[src/rtl/tref_pkg.sv]
package tref_pkg;
  typedef enum logic [1:0] {
    PSRC_TX  = 2'd0,
    PSRC_RX  = 2'd1,
    PSRC_PIN = 2'd2,
    PSRC_OFF = 2'd3
  } psrc_e;

  typedef enum logic [2:0] {
    GSRC_ADAPT  = 3'd0,
    GSRC_REFPIN = 3'd1
  } gsrc_e;

  localparam int GSRC_PORT_BASE = 2;
endpackage

[src/rtl/tref_div.sv]
module tref_div #(
  parameter int MOD_A = 5592,
  parameter int MOD_B = 4296
) (
  input  logic clk,
  input  logic rst,
  input  logic clr,
  input  logic en,
  input  logic use_b,
  output logic stb
);
  localparam int MOD_MAX = (MOD_A > MOD_B) ? MOD_A : MOD_B;
  localparam int CW      = $clog2(MOD_MAX);

  logic [CW-1:0] cnt;
  logic [CW-1:0] last;

  assign last = use_b ? CW'(MOD_B - 1) : CW'(MOD_A - 1);

  always_ff @(posedge clk) begin
    if (rst || clr) begin
      cnt <= '0;
      stb <= 1'b0;
    end else if (en) begin
      if (cnt == last) begin
        cnt <= '0;
        stb <= 1'b1;
      end else begin
        cnt <= cnt + 1'b1;
        stb <= 1'b0;
      end
    end else begin
      stb <= 1'b0;
    end
  end

  assert_cnt_range_R2: assert property (@(posedge clk) disable iff (rst || clr)
    cnt <= last);

  assert_stb_single_R2: assert property (@(posedge clk) disable iff (rst)
    stb |=> !stb);

  assert_clear_zero_R8: assert property (@(posedge clk) disable iff (rst)
    clr |=> (cnt == '0 && !stb));
endmodule

[src/rtl/tref_sync.sv]
module tref_sync (
  input  logic clk,
  input  logic rst,
  input  logic din,
  output logic rise
);
  logic [2:0] sh;

  always_ff @(posedge clk) begin
    if (rst) sh <= '0;
    else     sh <= {sh[1:0], din};
  end

  assign rise = sh[1] & ~sh[2];

  assert_rise_single_R5: assert property (@(posedge clk) disable iff (rst)
    rise |=> !rise);
endmodule

[src/rtl/tref_port.sv]
module tref_port
  import tref_pkg::*;
#(
  parameter int DS3_MOD = 5592,
  parameter int E3_MOD  = 4296
) (
  input  logic       clk,
  input  logic       rst,
  input  logic       tx_en,
  input  logic       rx_en,
  input  logic       pin_en,
  input  logic [1:0] sel,
  input  logic       mode,
  output logic       ref_stb
);
  logic [1:0] sel_q;
  logic       mode_q;
  logic       chg;
  logic       src_en;

  always_ff @(posedge clk) begin
    sel_q  <= sel;
    mode_q <= mode;
  end

  assign chg = !rst && ((sel != sel_q) || (mode != mode_q));

  always_comb begin
    unique case (psrc_e'(sel))
      PSRC_TX:  src_en = tx_en;
      PSRC_RX:  src_en = rx_en;
      PSRC_PIN: src_en = pin_en;
      default:  src_en = 1'b0;
    endcase
  end

  tref_div #(.MOD_A(DS3_MOD), .MOD_B(E3_MOD)) u_div (
    .clk  (clk),
    .rst  (rst),
    .clr  (chg),
    .en   (src_en),
    .use_b(mode),
    .stb  (ref_stb)
  );

  assert_off_quiet_R1: assert property (@(posedge clk) disable iff (rst)
    (sel == PSRC_OFF) |=> !ref_stb);
endmodule

[src/rtl/tref_gen.sv]
module tref_gen
  import tref_pkg::*;
#(
  parameter int NPORT   = 2,
  parameter int DS3_MOD = 5592,
  parameter int E3_MOD  = 4296,
  parameter int SEC_MOD = 8000
) (
  input  logic               clk,
  input  logic               rst,
  input  logic [NPORT-1:0]   tx_clk_en,
  input  logic [NPORT-1:0]   rx_clk_en,
  input  logic [NPORT-1:0]   pin_clk_en,
  input  logic [NPORT-1:0]   port_e3,
  input  logic [2*NPORT-1:0] port_src,
  input  logic               adapt_clk_en,
  input  logic               refpin_clk_en,
  input  logic               adapt_e3,
  input  logic               ext_8k_in,
  input  logic               ext_pick,
  input  logic [2:0]         glob_src,
  input  logic               pin_out_en,
  output logic [NPORT-1:0]   port_8k,
  output logic               glob_8k,
  output logic               gpo_8k,
  output logic               sec_tick
);
  localparam int CFG_W = 5;

  for (genvar g = 0; g < NPORT; g++) begin : g_port
    tref_port #(.DS3_MOD(DS3_MOD), .E3_MOD(E3_MOD)) u_port (
      .clk    (clk),
      .rst    (rst),
      .tx_en  (tx_clk_en[g]),
      .rx_en  (rx_clk_en[g]),
      .pin_en (pin_clk_en[g]),
      .sel    (port_src[2*g +: 2]),
      .mode   (port_e3[g]),
      .ref_stb(port_8k[g])
    );
  end

  logic [CFG_W-1:0] cfg, cfg_q;
  logic             gchg;

  assign cfg = {ext_pick, adapt_e3, glob_src};

  always_ff @(posedge clk) cfg_q <= cfg;

  assign gchg = !rst && (cfg != cfg_q);

  logic gdiv_en, gdiv_stb, ext_rise, glob_next;

  always_comb begin
    unique case (glob_src)
      GSRC_ADAPT:  gdiv_en = adapt_clk_en;
      GSRC_REFPIN: gdiv_en = refpin_clk_en;
      default:     gdiv_en = 1'b0;
    endcase
  end

  tref_div #(.MOD_A(DS3_MOD), .MOD_B(E3_MOD)) u_gdiv (
    .clk  (clk),
    .rst  (rst),
    .clr  (gchg),
    .en   (gdiv_en),
    .use_b(adapt_e3),
    .stb  (gdiv_stb)
  );

  tref_sync u_sync (
    .clk (clk),
    .rst (rst),
    .din (ext_8k_in),
    .rise(ext_rise)
  );

  always_comb begin
    glob_next = 1'b0;
    if (ext_pick) begin
      glob_next = ext_rise;
    end else if (glob_src == GSRC_ADAPT || glob_src == GSRC_REFPIN) begin
      glob_next = gdiv_stb;
    end else begin
      for (int i = 0; i < NPORT; i++) begin
        if (int'(glob_src) == GSRC_PORT_BASE + i) glob_next = port_8k[i];
      end
    end
  end

  always_ff @(posedge clk) begin
    if (rst) begin
      glob_8k <= 1'b0;
      gpo_8k  <= 1'b0;
    end else begin
      glob_8k <= glob_next;
      gpo_8k  <= glob_next & pin_out_en;
    end
  end

  tref_div #(.MOD_A(SEC_MOD), .MOD_B(SEC_MOD)) u_sec (
    .clk  (clk),
    .rst  (rst),
    .clr  (gchg),
    .en   (glob_8k),
    .use_b(1'b0),
    .stb  (sec_tick)
  );

  assert_unused_low_R4: assert property (@(posedge clk) disable iff (rst)
    (!ext_pick && int'(glob_src) >= GSRC_PORT_BASE + NPORT) |=> !glob_8k);

  assert_gpo_gate_R6: assert property (@(posedge clk) disable iff (rst)
    !pin_out_en |=> !gpo_8k);

  assert_gpo_copy_R6: assert property (@(posedge clk) disable iff (rst)
    pin_out_en |=> (gpo_8k == glob_8k));

  assert_sec_follows_R7: assert property (@(posedge clk) disable iff (rst)
    sec_tick |-> $past(glob_8k));

  assert_reset_quiet_R9: assert property (@(posedge clk)
    rst |=> (!glob_8k && !gpo_8k && !sec_tick && port_8k == '0));
endmodule

[config.mk]
export PLATFORM = sky130hd
export DESIGN_NAME = tref_gen
export DESIGN_NICKNAME = d
export VERILOG_FILES = /design/src/rtl/tref_pkg.sv /design/src/rtl/tref_div.sv /design/src/rtl/tref_sync.sv /design/src/rtl/tref_port.sv /design/src/rtl/tref_gen.sv
export SDC_FILE = /design/constraint.sdc
export NUM_CORES = 1
export LEC_CHECK = 0
export BUFFER_PORTS_ARGS = -buffer_cell sky130_fd_sc_hd__buf_2
export CORE_UTILIZATION = 50
export DETAILED_ROUTE_END_ITERATION = 8
export PLACE_DENSITY_LB_ADDON = 0.2
export SLEW_MARGIN = 20
export SYNTH_ARGS = -nofsm -noshare
export SYNTH_HDL_FRONTEND = slang
export SYNTH_HIERARCHICAL = 1
export SYNTH_SLANG_ARGS = --single-unit
export TNS_END_PERCENT = 100
[constraint.sdc]
create_clock -name clk -period 1.87 [get_ports clk]
set_input_delay 0.0935 -clock clk [delete_from_list [all_inputs] [get_ports clk]]
set_output_delay 0.0935 -clock clk [all_outputs]
set_load 0.005 [all_outputs]
# After elaboration in Yosys (flattened, before gate mapping)
# Index checks and enable logic that the tools add are counted.
# totals
ff_bits	72
input_bits	23
# op_classes
n_addsub	4
n_eq_ne	16
mux	18
n_bitwise	7
n_reduce_logical	17
# op_table
op	n
$add 13x1->13 const B	4
$mux 13	4
$eq 13x13->1	3
$mux 11	3
$eq 13x13->1 const B	1
$mux 1	8
$reduce_or 2->1	4
$eq 3x3->1 const B	2
$logic_or 1x1->1	6
$pmux 1 s3	2
$ne 5x5->1	1
$not 1->1	5
$eq 2x1->1 const B	2
$eq 2x2->1 const B	2
$logic_not 2->1	2
$ne 2x2->1	2
$eq 3x1->1 const B	1
$logic_and 1x1->1	3
$logic_not 3->1	1
$and 1x1->1	2
$ne 1x1->1	2
$pmux 1 s2	1
$logic_not 1->1	1

# Longest topological paths before layout
# depth
depth_word	6
mapped_depth	7
ltp_nobuf	6

# Hierarchy
# Netlist, hierarchy kept.
# by_module_without_submodules
mod	instances	cells_per_inst	area_per_inst_um2	seq_area_each_um2
tref_div at g_port[0].u_port.u_div ...	3	73	694.4	280.3
tref_div at u_sec	1	72	656.9	280.3
tref_gen	1	25	267.8	140.1
tref_port	2	10	115.1	60.1
tref_sync	1	7	87.6	60.1

# Least setup slack after synthesis
# OpenSTA, ideal clock, no wires.
# synth_timing
kind	flip-flop to flip-flop
start	reg g_port[0].u_port.u_div.cnt[3]
end	reg g_port[0].u_port.u_div.cnt[8]
setup_time_ns	0.115
arrival_time_ns	1.587
required_time_ns	1.755
path_slack_ns	0.168
stages_incl_launch_ff	6
path_buffers	1
period_less_slack_ns	1.702
path_cell_list	dfxtp_1 or3b_1 or4_4 o31ai_4 buf_6 nor2_2
# synth_via
elab_chain_cells	2
elab_cells_between_ends	3
cone_classes	add/sub (1); eq/ne (1); mux (1)
# synth_lines
item	line	source
start, declared	tref_div.sv:15	logic [CW-1:0] cnt;
start signal, assigned	tref_div.sv:29	cnt <= cnt + 1'b1;
$add 13x1->13 or $eq 13x13->1 (tied branches)	tref_div.sv:29, tref_div.sv:25	
$mux 13 (*)	tref_div.sv:25	if (cnt == last) begin
# Mark *: on every way between the ends. The rest lies on a longest branch, timed or not.
# A chain may end at the register's enable or synchronous reset.

# Final worst setup path
# layout_timing
start	reg u_gdiv.cnt[5]
end	reg u_gdiv.cnt[1]
# layout_via
elab_chain_cells	2
# layout_lines
item	line
start, declared	tref_div.sv:15
start signal, assigned	tref_div.sv:29
$eq 13x13->1	tref_div.sv:25
$mux 13	tref_div.sv:25
# No other way between the ends.

==> run metrics <==
Congestion Overflow GR 0; sequence of cells on the critical path or3b_1 > or4_4 > o31ai_4 > buf_6 > nor2_1; maxcap violations 0; core occupancy in the finished layout 0.621; DRT Wirelength 5.92 mm; 1st-iter DRT viols 64; data required time at the worst endpoint 2.11 ns; highest-count cells in the layout ignoring fill and taps sky130_fd_sc_hd__dfxtp_1, sky130_fd_sc_hd__xnor2_1, sky130_fd_sc_hd__nor2_1; Final period util 0.967; register area 1440 sq um; clock sinks 72; global-route usage over all layers 0.180; Final #Nets 422; worst-case register-to-register setup slack 0.06 ns; total half-perimeter wirelength after legalization and detailed placement 3.90 mm; worst-margin pin slew 0.439 ns; clock network fraction of total power 0.411; Achievable Freq 553 MHz; critical path type register to register; number of antenna violations at the first check in global routing 0; global-route wire length before repair 10.1 mm; critical-path cell with the highest stage delay sky130_fd_sc_hd__or4_4; relative max-transition margin 0.708; Inserted Diodes 0; clock-pin slew on the worst setup and hold paths 0.08 ns; largest fanout on the critical path 7; final max-slew violation count 0; proportion of power drawn by combinational gates 0.067; Die Height 83.5 um; Synthesis Warnings 6; maximum number of pins on one net before global-route repair 14; Post-Synthesis Net Count 369; worst flop-to-flop path endpoint u_gdiv/cnt[1]; data arrival time of the critical path 2.05 ns; CP peak stage delay 0.45 ns; GP Congestion 0.765; internal power 2.34 mW; final count of hold timing violations 0; r2r startpoint u_gdiv/cnt[5]; row cnt 29; H-Tree Level Count 3; Setup crit start u_gdiv/cnt[5]; switching share of power 0.219; TritonCTS clock tree built; average cell area after synthesis 9.71 sq um; horizontal die dimension 83.5 um; cells on worst reg2reg path 5; Max IR drop VDD 472 uV; combined area of all synthesized cells 3320 sq um; relative contribution of sequential cells to total power 0.522; number of nets with antenna violations after detailed routing 0; leading cell type in the layout, fill and taps excluded sky130_fd_sc_hd__dfxtp_1; fraction of layout cells with a size suffix above 1 0.275; clock latency on the worst-skew pair 0.34 ns; category of the worst setup path launch point register; unrepaired setup endpoints after global routing true; gate count of the mapped netlist 342; clock tree root driver cell sky130_fd_sc_hd__clkbuf_8; kind of path behind the tightest hold check input pin to register; Critical path destination u_gdiv/cnt[1]; maximum number of buffers from clock root to sink 2; drt first pass iters 4; routed wirelength normalized by instance count 12.4 um; Filler cells 525; Area growth, synth to finish 19.5%; vias 2453; via count of the first global-routing pass 2278; status finished clean; Switch Pwr 657 uW; setup violation total in the final timing report 0; Hold WS 0.101 ns; multi-input logic area 1840 sq um; core region area 6390 sq um; Via-to-Cell Ratio 5.14; quantity of I/O buffers inserted on ports 27; endpoint class of the critical path register; clock buffers created by TritonCTS 9; die area 6970 sq um; PwrDens 756 nW/um^2; leakage power 1.33 nW; effective utilization at floorplan 0.520; post-layout min period 1.81 ns; DRC 0; Setup Skew 0.00838 ns; io pins 28
[metal layers]
| layer | track usage | routed length [um] |
|---|---|---|
| met1 | 0.229 | 2820 |
| met2 | 0.282 | 2750 |
| met3 | 0.0406 | 200 |
| met4 | 0.103 | 149 |
| met5 | 0 | 0 |
[critical path, delay by kind of cell (launching register included)]
family	cells	cell delay, ns
buffers and inverters	1	0.18
AO/OA/AOI/OAI	1	0.33
flip-flops	1	0.34
AND/OR/NAND/NOR	3	0.86
[state kept, by name, summed over array words and instances (netlist names)]
| register | cells |
|---|---|
| gpo_8k | 1 |
| g_port.u_port/mode_q | 2 |
| cfg_q | 5 |
| glob_8k | 1 |
| u_gdiv/stb | 1 |
| g_port.u_port/u_div/cnt | 26 |
| u_sync/sh | 3 |
| g_port.u_port/u_div/stb | 2 |
| g_port.u_port/sel_q | 4 |
| u_gdiv/cnt | 13 |
| u_sec/cnt | 13 |
| u_sec/stb | 1 |
[repair_timing]
action | in CTS | in global routing
hold buffers | 13 | 0
buffers inserted | 0 | 2
gates resized for setup | 0 | 19
setup endpoints to repair | 0 | 49
endpoints found under the hold margin | 13 | 0
[layout make-up]
class / instances / share of cell area
Clock buffer: 13 / 0.0400
Clock inverter: 3 / 0.0101
Inverter: 3 / 0.00284
Multi-Input combinational cell: 256 / 0.463
Sequential cell: 72 / 0.363
Tap cell: 77 / 0.0243
Timing Repair Buffer: 53 / 0.0965
[through the flow]
| stage | TNS (ns) | worst slack (ns) | power, mW | cell area, sq um | instances |
|---|---|---|---|---|---|
| final | 0 | 0.0620 | 3.00 | 3970 | 477 |
| after global routing | -0.0280 | -0.0206 | 3.12 | 3970 | 477 |
| after CTS | 0 | 0.0118 | 3.02 | 3850 | 474 |
| after global placement | 0 | 0.162 | 1.77 | 3520 | 445 |
| after detailed placement | 0 | 0.103 | 1.78 | 3520 | 445 |
| after floorplan | 0 | 0.168 | 1.71 | 3320 | 342 |
[power groups by stage]
| stage | clock [mW] | combinational, mW | sequential, mW |
|---|---|---|---|
| after global routing | 1.33 | 0.219 | 1.57 |
| after CTS | 1.26 | 0.196 | 1.57 |
| after floorplan | 0 | 0.113 | 1.60 |
| after detailed placement | 0 | 0.175 | 1.60 |
| after global placement | 0 | 0.171 | 1.60 |
| final | 1.23 | 0.200 | 1.57 |
[worst min path at each step]
stage,start,to,slack (ns),cells past startpoint
after floorplan,glob_src[0],cfg_q[0],0.12,0
final,rst,u_sync/sh[0],0.10,2
after CTS,rst,u_sync/sh[2],0.08,2
after global routing,rst,u_sync/sh[0],0.11,2
after global placement,adapt_e3,cfg_q[3],0.24,1
after detailed placement,adapt_e3,cfg_q[3],0.25,1
(Power assumes the default switching activity.)
